--- src/rtl/bert_stat_pkg.sv ---
package bert_stat_pkg;

   // Clearing class of a bank of sticky status bits
   typedef enum logic {
      KIND_EVENT = 1'b0,   // cleared by any status read
      KIND_ALARM = 1'b1    // cleared by a read only when the condition is gone
   } lat_kind_e;

   localparam int unsigned SYNC_POS = 0;
   localparam int unsigned MAX_STAT_W = 32;

endpackage

--- src/rtl/stat_latch_bank.sv ---
module stat_latch_bank
   import bert_stat_pkg::*;
#(
   parameter int unsigned N    = 3,
   parameter lat_kind_e   KIND = KIND_EVENT,
   parameter bit          EDGE = 1'b1
) (
   input  logic         clk,
   input  logic         rst_n,
   input  logic         clr_i,
   input  logic [N-1:0] src_i,
   output logic [N-1:0] lat_o
);

   logic [N-1:0] lat_q;
   logic [N-1:0] set_v;

   generate
      if (N < 1) begin : g_bad_n
         $error("stat_latch_bank: N must be at least 1");
      end

      if (KIND == KIND_EVENT && EDGE) begin : g_edge
         logic [N-1:0] prev_q;
         always_ff @(posedge clk or negedge rst_n) begin
            if (!rst_n) prev_q <= '0;
            else        prev_q <= src_i;
         end
         assign set_v = src_i & ~prev_q;

         // after a clearing read, a source that was already high stays clear
         p_held_no_reset_r3: assert property (@(posedge clk) disable iff (!rst_n)
            clr_i |=> ((lat_q & $past(src_i & prev_q)) == '0));
      end else begin : g_level
         assign set_v = src_i;
      end

      if (KIND == KIND_ALARM) begin : g_alarm_chk
         // a condition still present during the read survives it
         p_alarm_kept_r5: assert property (@(posedge clk) disable iff (!rst_n)
            clr_i |=> ((lat_q & $past(src_i)) == $past(src_i)));
      end
   endgenerate

   always_ff @(posedge clk or negedge rst_n) begin
      if (!rst_n) lat_q <= '0;
      else        lat_q <= set_v | (lat_q & ~{N{clr_i}});
   end

   assign lat_o = lat_q;

   // without a read, a set bit never drops
   p_sticky_hold_r2: assert property (@(posedge clk) disable iff (!rst_n)
      !clr_i |=> ((lat_q & $past(lat_q)) == $past(lat_q)));

endmodule

--- src/rtl/stat_mask_reg.sv ---
module stat_mask_reg #(
   parameter int unsigned W = 7
) (
   input  logic         clk,
   input  logic         rst_n,
   input  logic         wr_i,
   input  logic [W-1:0] wdata_i,
   output logic [W-1:0] mask_o
);

   logic [W-1:0] mask_q;

   always_ff @(posedge clk or negedge rst_n) begin
      if (!rst_n)    mask_q <= '0;
      else if (wr_i) mask_q <= wdata_i;
   end

   assign mask_o = mask_q;

   // a write lands in the mask on the next edge
   p_mask_write_r8: assert property (@(posedge clk) disable iff (!rst_n)
      wr_i |=> (mask_q == $past(wdata_i)));

   // no write, no change
   p_mask_stable_r8: assert property (@(posedge clk) disable iff (!rst_n)
      !wr_i |=> $stable(mask_q));

endmodule

--- src/rtl/stat_irq_gen.sv ---
module stat_irq_gen #(
   parameter int unsigned W = 7
) (
   input  logic [W-1:0] status_i,
   input  logic [W-1:0] mask_i,
   output logic         irq_n_o
);

   logic [W-1:0] hit;

   always_comb begin
      hit     = status_i & mask_i;
      irq_n_o = ~(|hit);
   end

endmodule

--- src/rtl/bert_status_irq.sv ---
module bert_status_irq
   import bert_stat_pkg::*;
#(
   parameter int unsigned N_EVT    = 3,
   parameter int unsigned N_ALM    = 3,
   parameter bit          EVT_EDGE = 1'b1
) (
   input  logic                   clk,
   input  logic                   rst_n,
   input  logic                   sync_i,
   input  logic [N_EVT-1:0]       evt_i,
   input  logic [N_ALM-1:0]       alm_i,
   input  logic                   reg_addr,
   input  logic                   reg_rd,
   input  logic                   reg_wr,
   input  logic [N_EVT+N_ALM:0]   reg_wdata,
   output logic [N_EVT+N_ALM:0]   reg_rdata,
   output logic                   irq_n
);

   localparam int unsigned STAT_W  = N_EVT + N_ALM + 1;
   localparam int unsigned EVT_LSB = SYNC_POS + 1;
   localparam int unsigned ALM_LSB = EVT_LSB + N_EVT;

   generate
      if (STAT_W > MAX_STAT_W) begin : g_bad_w
         $error("bert_status_irq: status register wider than allowed");
      end
   endgenerate

   logic               rd_stat;
   logic               wr_mask;
   logic [N_EVT-1:0]   evt_lat;
   logic [N_ALM-1:0]   alm_lat;
   logic [STAT_W-1:0]  status_v;
   logic [STAT_W-1:0]  mask_v;
   logic [STAT_W-1:0]  rdata_q;

   assign rd_stat = reg_rd && (reg_addr == 1'b0);
   assign wr_mask = reg_wr && (reg_addr == 1'b1);

   stat_latch_bank #(.N(N_EVT), .KIND(KIND_EVENT), .EDGE(EVT_EDGE)) u_evt (
      .clk   (clk),
      .rst_n (rst_n),
      .clr_i (rd_stat),
      .src_i (evt_i),
      .lat_o (evt_lat)
   );

   stat_latch_bank #(.N(N_ALM), .KIND(KIND_ALARM), .EDGE(1'b0)) u_alm (
      .clk   (clk),
      .rst_n (rst_n),
      .clr_i (rd_stat),
      .src_i (alm_i),
      .lat_o (alm_lat)
   );

   stat_mask_reg #(.W(STAT_W)) u_mask (
      .clk     (clk),
      .rst_n   (rst_n),
      .wr_i    (wr_mask),
      .wdata_i (reg_wdata),
      .mask_o  (mask_v)
   );

   always_comb begin
      status_v                              = '0;
      status_v[SYNC_POS]                    = sync_i;
      status_v[EVT_LSB +: N_EVT]            = evt_lat;
      status_v[ALM_LSB +: N_ALM]            = alm_lat;
   end

   stat_irq_gen #(.W(STAT_W)) u_irq (
      .status_i (status_v),
      .mask_i   (mask_v),
      .irq_n_o  (irq_n)
   );

   always_ff @(posedge clk or negedge rst_n) begin
      if (!rst_n)      rdata_q <= '0;
      else if (reg_rd) rdata_q <= reg_addr ? mask_v : status_v;
   end

   assign reg_rdata = rdata_q;

   // read data only changes on a read strobe
   p_rdata_hold_r7: assert property (@(posedge clk) disable iff (!rst_n)
      !reg_rd |=> $stable(reg_rdata));

   // an all-zero mask keeps the interrupt released
   p_irq_quiet_r9: assert property (@(posedge clk) disable iff (!rst_n)
      (mask_v == '0) |-> irq_n);

   // reading the mask leaves every sticky bit in place
   p_mask_read_keeps_r7: assert property (@(posedge clk) disable iff (!rst_n)
      (reg_rd && reg_addr) |=> (((evt_lat & $past(evt_lat)) == $past(evt_lat)) &&
                                ((alm_lat & $past(alm_lat)) == $past(alm_lat))));

endmodule

--- config.mk ---
export PLATFORM = sky130hd
export DESIGN_NAME = bert_status_irq
export DESIGN_NICKNAME = d
export VERILOG_FILES = /design/src/rtl/bert_stat_pkg.sv /design/src/rtl/stat_latch_bank.sv /design/src/rtl/stat_mask_reg.sv /design/src/rtl/stat_irq_gen.sv /design/src/rtl/bert_status_irq.sv
export SDC_FILE = /design/constraint.sdc
export NUM_CORES = 1
export LEC_CHECK = 0
export ABC_CLOCK_PERIOD_IN_PS = 1340
export CORE_AREA = 2 2 50 52
export DETAILED_ROUTE_END_ITERATION = 7
export DIE_AREA = 0 0 52 54
export PLACE_DENSITY = 0.77
export SLEW_MARGIN = 20
export SYNTH_ARGS = -nofsm -noshare
export SYNTH_HDL_FRONTEND = slang
export SYNTH_HIERARCHICAL = 1
export SYNTH_SLANG_ARGS = --single-unit
export TNS_END_PERCENT = 50
--- constraint.sdc ---
create_clock -name clk -period 1.34 [get_ports clk]
set_clock_uncertainty 0.15 [all_clocks]
set_input_delay 0.268 -clock clk [delete_from_list [all_inputs] [get_ports clk]]
set_output_delay 0.268 -clock clk [all_outputs]
set_load 0.1 [all_outputs]
## Word level (Yosys, flattened, before mapping)

Cells that the tools add are included.

- Word-level logic and storage cells: 19
- Register bits after elaboration: 23
- Bits of input ports: 19
- Output and inout port bits: 8

- Bitwise operators: 10
- Reductions and logical operators: 3
- Muxes and demuxes: 1

Operators by type and width:

| operator | count |
|---|---|
| $and 3x3->3 | 3 |
| $and 7x7->7 | 1 |
| $mux 7 | 1 |
| $reduce_or 7->1 | 1 |
| $not 3->3 | 2 |
| $or 3x3->3 | 2 |
| $logic_and 1x1->1 | 2 |
| $not 1->1 | 2 |

## Longest topological paths before layout

Gate-level depths: netlist (run 1).

- Word-level depth: 5
- Depth in mapped cells: 4
- Depth with buffers taken out: 3

## Hierarchy

Netlist (run 1), hierarchy kept.

By module, submodules not included:

| module | area an instance (um^2) | cells each | sequential area each (um^2) | times used |
|---|---|---|---|---|
| bert_status_irq | 341.6 | 32 | 175.2 | 1 |
| stat_mask_reg | 291.5 | 15 | 175.2 | 1 |
| stat_latch_bank (u_evt) | 191.4 | 15 | 150.1 | 1 |
| stat_latch_bank (u_alm) | 101.3 | 7 | 75.1 | 1 |
| stat_irq_gen | 31.3 | 4 | 0.0 | 1 |

## Worst setup path after synthesis (run 1)

Ideal clock, no wire load.

- Kind: flip-flop to output port
- Start point: register u_mask.mask_q[0], in the netlist u_mask/mask_o[0]
- End point: output port irq_n
- Buffers on the path: 0
- Required time: 922 ps
- Cell stages (with the launch flop): 3
- Arrival time: 1464 ps
- Setup slack: -542 ps
- Cell sequence: dfrtp_1 > a222oi_1 > and3_1

- Longest elaborated chain between the ends: 3

Ends and longest elaborated chain:

| what | RTL line | text |
|---|---|---|
| start: declaration | stat_mask_reg.sv:11 | `logic [W-1:0] mask_q;` |
| start signal: assignment | stat_mask_reg.sv:15 | `else if (wr_i) mask_q <= wdata_i;` |
| $and 7x7->7 | stat_irq_gen.sv:12 | `hit = status_i & mask_i;` |
| $reduce_or 7->1 | stat_irq_gen.sv:13 | `irq_n_o = ~(\|hit);` |
| $not 1->1 | stat_irq_gen.sv:13 |  |
| end: declaration | bert_status_irq.sv:18 | `output logic irq_n` |

No other way between the ends.

## Final worst setup path (run 1)

- Start point: register u_alm.lat_q[2], in the netlist u_alm/lat_o[2]
- End point: output port irq_n

- Longest elaborated chain between the ends: 3

Ends and longest elaborated chain:

| what | RTL line | text |
|---|---|---|
| start: declaration | stat_latch_bank.sv:15 | `logic [N-1:0] lat_q;` |
| start signal: assignment | stat_latch_bank.sv:47 | `else lat_q <= set_v \| (lat_q & ~{N{clr_i}});` |
| $and 7x7->7 | stat_irq_gen.sv:12 |  |
| $reduce_or 7->1 | stat_irq_gen.sv:13 |  |
| $not 1->1 | stat_irq_gen.sv:13 |  |

No other way between the ends.

==> run_summary.xml, run 1 <==
<?xml version="1.0" encoding="UTF-8"?>
<metrics>
  <group name="outcome">
    <metric name="run_status" unit="">finished, violations left</metric>
    <metric name="violations" unit="">setup timing</metric>
  </group>
  <group name="timing">
    <metric name="final_max_slew_viol_count" unit="">0</metric>
    <metric name="setup_violations" unit="">3</metric>
    <metric name="grt_setup_unrepaired" unit="">true</metric>
    <metric name="slew_headroom" unit="%">79.5</metric>
    <metric name="worst-slew-pin-transition" unit="ns">0.307</metric>
    <metric name="fin_setup_tns" unit="ns">-0.554</metric>
    <metric name="worst_setup_slack_final" unit="ns">-0.548</metric>
    <metric name="max_freq" unit="MHz">530</metric>
    <metric name="finalCriticalPeriod" unit="ns">1.89</metric>
    <metric name="report.final.hold_viol_count" unit="">0</metric>
    <metric name="fin_crit_sh" unit="%">141</metric>
  </group>
  <group name="final_layout">
    <metric name="final_design_area_no_fill" unit="mm2">0.00154</metric>
    <metric name="layout.cells.most_common_list" unit="">24 x sky130_fd_sc_hd__buf_4, 23 x sky130_fd_sc_hd__dfrtp_1, 16 x sky130_fd_sc_hd__clkdlybuf4s50_1, 9 x sky130_fd_sc_hd__buf_12</metric>
    <metric name="num_antenna_cells" unit="">0</metric>
    <metric name="fill_cells" unit="">166</metric>
    <metric name="layout-drive-gt1-share" unit="%">36.8</metric>
    <metric name="mostFrequentLayoutCell" unit="">sky130_fd_sc_hd__buf_4</metric>
    <metric name="instances_no_fill" unit="">155</metric>
    <metric name="area_growth_from_synthesis_to_final_layout" unit="%">61.2</metric>
    <metric name="layout_nets" unit="">145</metric>
  </group>
  <group name="setup_path">
    <metric name="worst_setup_path_end_kind" unit="">output pin</metric>
    <metric name="setup_slack_reg_to_reg" unit="ns">0.17</metric>
    <metric name="arrival_time_of_data_at_the_critical_path_endpoint" unit="ns">1.47</metric>
    <metric name="crit-reg2reg-capture" unit="">u_mask/mask_o[0]</metric>
    <metric name="start_kind" unit="">register</metric>
    <metric name="cp_max_fo" unit="">2</metric>
    <metric name="worst-setup-path-type" unit="">reg -&gt; out</metric>
    <metric name="worstRegToRegCells" unit="">3</metric>
    <metric name="required" unit="ns">0.92</metric>
    <metric name="reg_to_reg_start" unit="">u_mask/mask_o[0]</metric>
  </group>
  <group name="global_routing">
    <metric name="maximum_number_of_pins_on_one_net_before_global_route_repair" unit="">24</metric>
    <metric name="gr-usage-all-layers" unit="%">19.3</metric>
    <metric name="grt_remaining_overflow" unit="">0</metric>
    <metric name="grt_pass1_vias" unit="">812</metric>
    <metric name="initial_antenna_violation_count" unit="">0</metric>
    <metric name="grt_first_pass_wirelength" unit="mm">3.68</metric>
  </group>
  <group name="yosys">
    <metric name="count_of_yosys_warnings_during_synthesis" unit="">6</metric>
    <metric name="yosysSeqAreaShare" unit="%">60.1</metric>
    <metric name="synth_top_cell_by_area" unit="">sky130_fd_sc_hd__dfrtp_1</metric>
    <metric name="yosysTopAreaCellShare" unit="%">60.1</metric>
    <metric name="syn_nets" unit="">92</metric>
    <metric name="synth_area_leaders" unit="">sky130_fd_sc_hd__dfrtp_1 60%, sky130_fd_sc_hd__mux2_4 11%, sky130_fd_sc_hd__mux2i_1 7.3%</metric>
    <metric name="synth.lib_cells_used.distinct" unit="">14</metric>
    <metric name="synthesis.instances" unit="">73</metric>
    <metric name="syn-mean-instance-area" unit="um2">13.1</metric>
    <metric name="synth_register_bits" unit="">23</metric>
    <metric name="netlist_area" unit="um2">957</metric>
  </group>
  <group name="placed_design">
    <metric name="port-buffer-count" unit="">26</metric>
    <metric name="placed_area" unit="mm2">0.00147</metric>
    <metric name="dp.cells" unit="">146</metric>
    <metric name="gpl.final_weighted_congestion" unit="">0.809</metric>
    <metric name="final_hpwl_from_detailed_placement" unit="mm">1.75</metric>
  </group>
  <group name="floorplan">
    <metric name="row_count" unit="">18</metric>
    <metric name="core_region_area" unit="mm2">0.00232</metric>
    <metric name="boundaryPins" unit="">27</metric>
    <metric name="floorplan.die.height" unit="um">54</metric>
    <metric name="design.die.area" unit="mm2">0.00281</metric>
    <metric name="die_w" unit="um">52</metric>
    <metric name="floorplan.initialDensity" unit="%">41.3</metric>
  </group>
  <group name="clock_tree">
    <metric name="maximum_buffer_depth_of_the_clock_tree" unit="">2</metric>
    <metric name="path_clk_slew" unit="ns">0.13</metric>
    <metric name="clock_tree.htree_level_count" unit="">1</metric>
    <metric name="cts_tree" unit="">yes</metric>
    <metric name="cts_inserted_buffers" unit="">3</metric>
    <metric name="clock-sinks" unit="">23</metric>
    <metric name="clk_root_buffer_cell" unit="">sky130_fd_sc_hd__clkbuf_4</metric>
    <metric name="clock_latency_on_the_worst_skew_pair" unit="ns">0.31</metric>
    <metric name="cts-hold-fix-buffers" unit="">0</metric>
  </group>
  <group name="drt">
    <metric name="initialDrtViolationCount" unit="">20</metric>
    <metric name="detail_route.wl_per_cell" unit="um">14.6</metric>
    <metric name="vias_per_cell" unit="">4.88</metric>
    <metric name="finalWirelength" unit="mm">2.27</metric>
    <metric name="postRouteAntennaNets" unit="">0</metric>
    <metric name="post-route-drc-count" unit="">0</metric>
    <metric name="dr_total_vias" unit="">756</metric>
    <metric name="dr.pass1.iters" unit="">4</metric>
  </group>
  <group name="job">
    <metric name="cap_viol_max_count" unit="">0</metric>
  </group>
  <group name="power_and_ir_drop">
    <metric name="p_leak" unit="nW">0.752</metric>
    <metric name="post-layout-total-power" unit="mW">1.93</metric>
    <metric name="ir_drop" unit="mV">0.800</metric>
    <metric name="power_density" unit="mW/mm2">1250</metric>
  </group>
  <group name="worst_hold_path">
    <metric name="holdCritPathClass" unit="">in -&gt; async</metric>
  </group>
</metrics>
through the flow:
step	hold WS (ns)	utilization (%)	setup WS, ns
5_1_grt	0.129	66.5	-0.620
3_3_place_gp	0.264	63.3	-0.531
2_1_floorplan	-0.178	-	-0.157
4_1_cts	0.143	65.9	-0.586
6_report	0.138	66.5	-0.548
3_5_place_dp	0.279	63.3	-0.583
state kept, by name, indices dropped and copies added (netlist names):
signal / cells
u_evt/g_edge.prev_q: 3
u_evt/lat_o: 3
u_alm/lat_o: 3
u_mask/mask_o: 7
reg_rdata: 7
area by class of cell:
class / count / area [um2] / area share, %
multi-input cells: 40 / 332 / 21.5
inverters: 7 / 26.3 / 1.70
clock buffers: 4 / 26.3 / 1.70
well taps: 30 / 37.5 / 2.43
flip-flops and latches: 23 / 576 / 37.3
repair buffers: 51 / 546 / 35.4
synth_stat cells (all sizes together):
library cell	instances
dfrtp	23
a21oi	7
inv	7
mux2	7
mux2i	7
nor2	7
a21o	3
buf	3
o22ai	3
a22oi	2
a222oi	1
and2	1
and3	1
nor2b	1
worst max-delay path: stages (launching register included):
cell	delay (ns)
sky130_fd_sc_hd__dfrtp_1	0.41
sky130_fd_sc_hd__a222oi_1	0.34
sky130_fd_sc_hd__and3_4	0.25
sky130_fd_sc_hd__buf_12	0.17
power breakdown:
group,total [mW],switching [mW],internal (mW)
clock network,0.317,0.200,0.116
logic,0.772,0.403,0.369
registers,0.842,0.0652,0.776
total,1.93,0.668,1.26
worst max-delay path by stage:
stage / from / to / slack [ns] / cells past startpoint
final: u_alm/lat_o[2] / irq_n / -0.55 / 3
after global routing: u_alm/lat_o[2] / irq_n / -0.62 / 3
after CTS: u_mask/mask_o[0] / irq_n / -0.59 / 3
after detailed placement: sync_i / irq_n / -0.58 / 4
after global placement: sync_i / irq_n / -0.53 / 4
after floorplan: u_mask/mask_o[0] / irq_n / -0.16 / 2
kinds of logic after synthesis:
logic type / count (synthesis) / synth area share (%)
DFF: 23 / 60.1
AOI/OAI and AO/OA: 16 / 10.6
muxes: 14 / 18.3
and+or+nand+nor: 10 / 4.71
buffers and inverters: 10 / 6.27
metal layers:
metal | GRT usage [%] | routed length (um) | up-vias | share of wire [%]
li1 | - | - | 356 | -
met1 | 22.0 | 924 | 372 | 41
met2 | 34.4 | 1180 | 24 | 52
met3 | 1.94 | 103 | 4 | 4.5
met4 | 13.2 | 61 | 0 | 2.7
met5 | 0 | 0 | - | 0
repair_timing:
item                                    in CTS  in global routing
pin swaps                                    2                  2
gates resized for setup                      1                  3
gates cloned                                 0                  0
endpoints found under the setup margin      11                 14
setup buffers                                4                  1
No activity file was read; power rests on OpenSTA's default activity.
==> run 2: changes to the inputs <==
- CAP_MARGIN: default -> 20
==> results of run 2 <==
No change in the layout: final DEF, timing and power equal those of run 1.
==> run 3: changes to the inputs <==
- CORE_AREA: 2 2 50 52 -> 2 2 56 58
- DIE_AREA: 0 0 52 54 -> 0 0 58 60
- PLACE_DENSITY: 0.77 -> 0.64
==> run_summary.xml, run 3 (synthesis gave the netlist of run 1 again) <==
<?xml version="1.0" encoding="UTF-8"?>
<metrics>
  <group name="placed_design">
    <metric name="post-place-ws" unit="ns">-0.655</metric>
    <metric name="dp.cells" unit="">147</metric>
    <metric name="port-buffer-count" unit="">26</metric>
    <metric name="final_hpwl_from_detailed_placement" unit="mm">1.48</metric>
    <metric name="gpl.final_weighted_congestion" unit="">0.717</metric>
    <metric name="placed_area" unit="mm2">0.00147</metric>
  </group>
  <group name="global_routing">
    <metric name="gr-usage-met3" unit="%">3.03</metric>
    <metric name="grt_first_pass_wirelength" unit="mm">2.99</metric>
    <metric name="top_usage_layer" unit="">met2</metric>
    <metric name="grt_pass1_vias" unit="">699</metric>
    <metric name="initial_antenna_violation_count" unit="">0</metric>
    <metric name="gr-usage-all-layers" unit="%">11.5</metric>
    <metric name="met2_usage" unit="%">19.2</metric>
    <metric name="use_met1" unit="%">14.5</metric>
    <metric name="grt_remaining_overflow" unit="">0</metric>
    <metric name="maximum_number_of_pins_on_one_net_before_global_route_repair" unit="">24</metric>
  </group>
  <group name="timing">
    <metric name="fin_crit_sh" unit="%">146</metric>
    <metric name="grt_setup_unrepaired" unit="">true</metric>
    <metric name="max_freq" unit="MHz">512</metric>
    <metric name="worst-slew-pin-transition" unit="ns">0.375</metric>
    <metric name="worst_setup_slack_final" unit="ns">-0.612</metric>
    <metric name="report.final.hold_viol_count" unit="">0</metric>
    <metric name="final.hold.worst_slack" unit="ns">0.141</metric>
    <metric name="finalCriticalPeriod" unit="ns">1.95</metric>
    <metric name="setup_violations" unit="">3</metric>
    <metric name="slew_headroom" unit="%">75.0</metric>
    <metric name="final_max_slew_viol_count" unit="">0</metric>
  </group>
  <group name="final_layout">
    <metric name="mostFrequentLayoutCell" unit="">sky130_fd_sc_hd__dfrtp_1</metric>
    <metric name="area_growth_from_synthesis_to_final_layout" unit="%">58.2</metric>
    <metric name="num_antenna_cells" unit="">0</metric>
    <metric name="layout.cells.most_common_list" unit="">23 x sky130_fd_sc_hd__dfrtp_1, 18 x sky130_fd_sc_hd__buf_4, 17 x sky130_fd_sc_hd__clkdlybuf4s50_1, 10 x sky130_fd_sc_hd__buf_12</metric>
    <metric name="instances_no_fill" unit="">153</metric>
    <metric name="layout_nets" unit="">140</metric>
    <metric name="layout-drive-gt1-share" unit="%">34.2</metric>
    <metric name="final_design_area_no_fill" unit="mm2">0.00151</metric>
    <metric name="fill_cells" unit="">260</metric>
  </group>
  <group name="setup_path">
    <metric name="cp_max_fo" unit="">2</metric>
    <metric name="start_kind" unit="">register</metric>
    <metric name="arrival_time_of_data_at_the_critical_path_endpoint" unit="ns">1.53</metric>
    <metric name="required" unit="ns">0.92</metric>
    <metric name="worst-setup-path-type" unit="">reg -&gt; out</metric>
    <metric name="worst_setup_path_end_kind" unit="">output pin</metric>
  </group>
  <group name="power_and_ir_drop">
    <metric name="power_density" unit="mW/mm2">1250</metric>
    <metric name="p_leak" unit="nW">0.716</metric>
    <metric name="ir_drop" unit="mV">0.688</metric>
  </group>
  <group name="drt">
    <metric name="dr_total_vias" unit="">681</metric>
    <metric name="detail_route.wl_per_cell" unit="um">12.0</metric>
    <metric name="postRouteAntennaNets" unit="">0</metric>
    <metric name="post-route-drc-count" unit="">0</metric>
    <metric name="dr.pass1.iters" unit="">4</metric>
    <metric name="vias_per_cell" unit="">4.45</metric>
    <metric name="finalWirelength" unit="mm">1.83</metric>
    <metric name="initialDrtViolationCount" unit="">4</metric>
  </group>
  <group name="floorplan">
    <metric name="row_count" unit="">20</metric>
    <metric name="die_w" unit="um">58</metric>
    <metric name="core_region_area" unit="mm2">0.00290</metric>
    <metric name="floorplan.die.height" unit="um">60</metric>
    <metric name="design.die.area" unit="mm2">0.00348</metric>
    <metric name="boundaryPins" unit="">27</metric>
    <metric name="floorplan.initialDensity" unit="%">33.0</metric>
  </group>
  <group name="clock_tree">
    <metric name="maximum_buffer_depth_of_the_clock_tree" unit="">2</metric>
    <metric name="cts-hold-fix-buffers" unit="">0</metric>
    <metric name="clock-sinks" unit="">23</metric>
    <metric name="clk_root_buffer_cell" unit="">sky130_fd_sc_hd__clkbuf_4</metric>
    <metric name="path_clk_slew" unit="ns">0.12</metric>
    <metric name="cts_inserted_buffers" unit="">3</metric>
    <metric name="clock_tree.htree_level_count" unit="">1</metric>
    <metric name="clock_latency_on_the_worst_skew_pair" unit="ns">0.31</metric>
    <metric name="cts_tree" unit="">yes</metric>
  </group>
  <group name="outcome">
    <metric name="violations" unit="">setup timing</metric>
    <metric name="run_status" unit="">finished, violations left</metric>
  </group>
  <group name="job">
    <metric name="cap_viol_max_count" unit="">0</metric>
  </group>
  <group name="worst_hold_path">
    <metric name="holdCritPathClass" unit="">in -&gt; async</metric>
  </group>
</metrics>
[run 3: cell types whose count changed in the layout (fill, tap and decap cells not counted), sizes merged]
cell / previous run / this run
buf: 33 / 28
dlymetal6s2s: 2 / 0
clkdlybuf4s50: 16 / 17
clkbuf: 4 / 3
clkinv: 0 / 1
dlygate4sd2: 0 / 1
[run 3: metal layers]
layer,up-vias,share of wire [%]
li1,348,-
met1,313,45
met2,18,49
met3,2,5.4
met4,0,0.77
met5,-,0
[run 3: cell type report]
| class | instances | area, um2 | area share (%) |
|---|---|---|---|
| inverters | 7 | 26.3 | 1.74 |
| multi-input cells | 40 | 329 | 21.7 |
| well taps | 33 | 41.3 | 2.73 |
| flip-flops and latches | 23 | 576 | 38.0 |
| repair buffers | 46 | 514 | 34.0 |
| clock buffers | 3 | 22.5 | 1.49 |
| clock inverters | 1 | 5.00 | 0.331 |
[run 3: path summary, 6_finish.rpt]
kind	from	endpoint	slack, ns	cells past startpoint
setup / recovery	u_mask/mask_o[0]	irq_n	-0.61	3
hold / removal	rst_n	u_evt/g_edge.prev_q[2]	0.14	2
setup reg to reg	u_mask/mask_o[2]	u_mask/mask_o[2]	0.29	2
hold reg to reg	u_evt/g_edge.prev_q[1]	u_evt/lat_o[1]	0.29	1
max in group asynchronous	rst_n	u_mask/mask_o[5]	0.76	2
min in group clk	evt_i[0]	u_evt/g_edge.prev_q[0]	0.26	1
[run 3: critical path: stages (launching register included)]
cell                       delay (ns)
sky130_fd_sc_hd__dfrtp_1         0.40
sky130_fd_sc_hd__a222oi_1        0.39
sky130_fd_sc_hd__and3_4          0.26
sky130_fd_sc_hd__buf_12          0.17
[run 3: per-stage QoR]
stage	total power, mW	setup TNS [ns]	util (%)
6_report	1.89	-0.617	52.2
3_5_place_dp	1.58	-5.45	50.6
2_1_floorplan	1.23	-0.157	-
5_1_grt	1.98	-0.957	52.2
4_1_cts	1.91	-0.797	51.6
3_3_place_gp	1.57	-5.10	50.6
[run 3: repair_timing]
| item | in CTS | in global routing |
|---|---|---|
| endpoints found under the setup margin | 8 | 10 |
| buffers inserted | 0 | 2 |
| pin swaps | 0 | 0 |
| gates resized for setup | 1 | 1 |
[run 3: power by group]
part           total, mW  internal (mW)  switching [mW]
Clock              0.313          0.112           0.202
Combinational      0.737          0.352           0.385
Sequential         0.836          0.776          0.0602
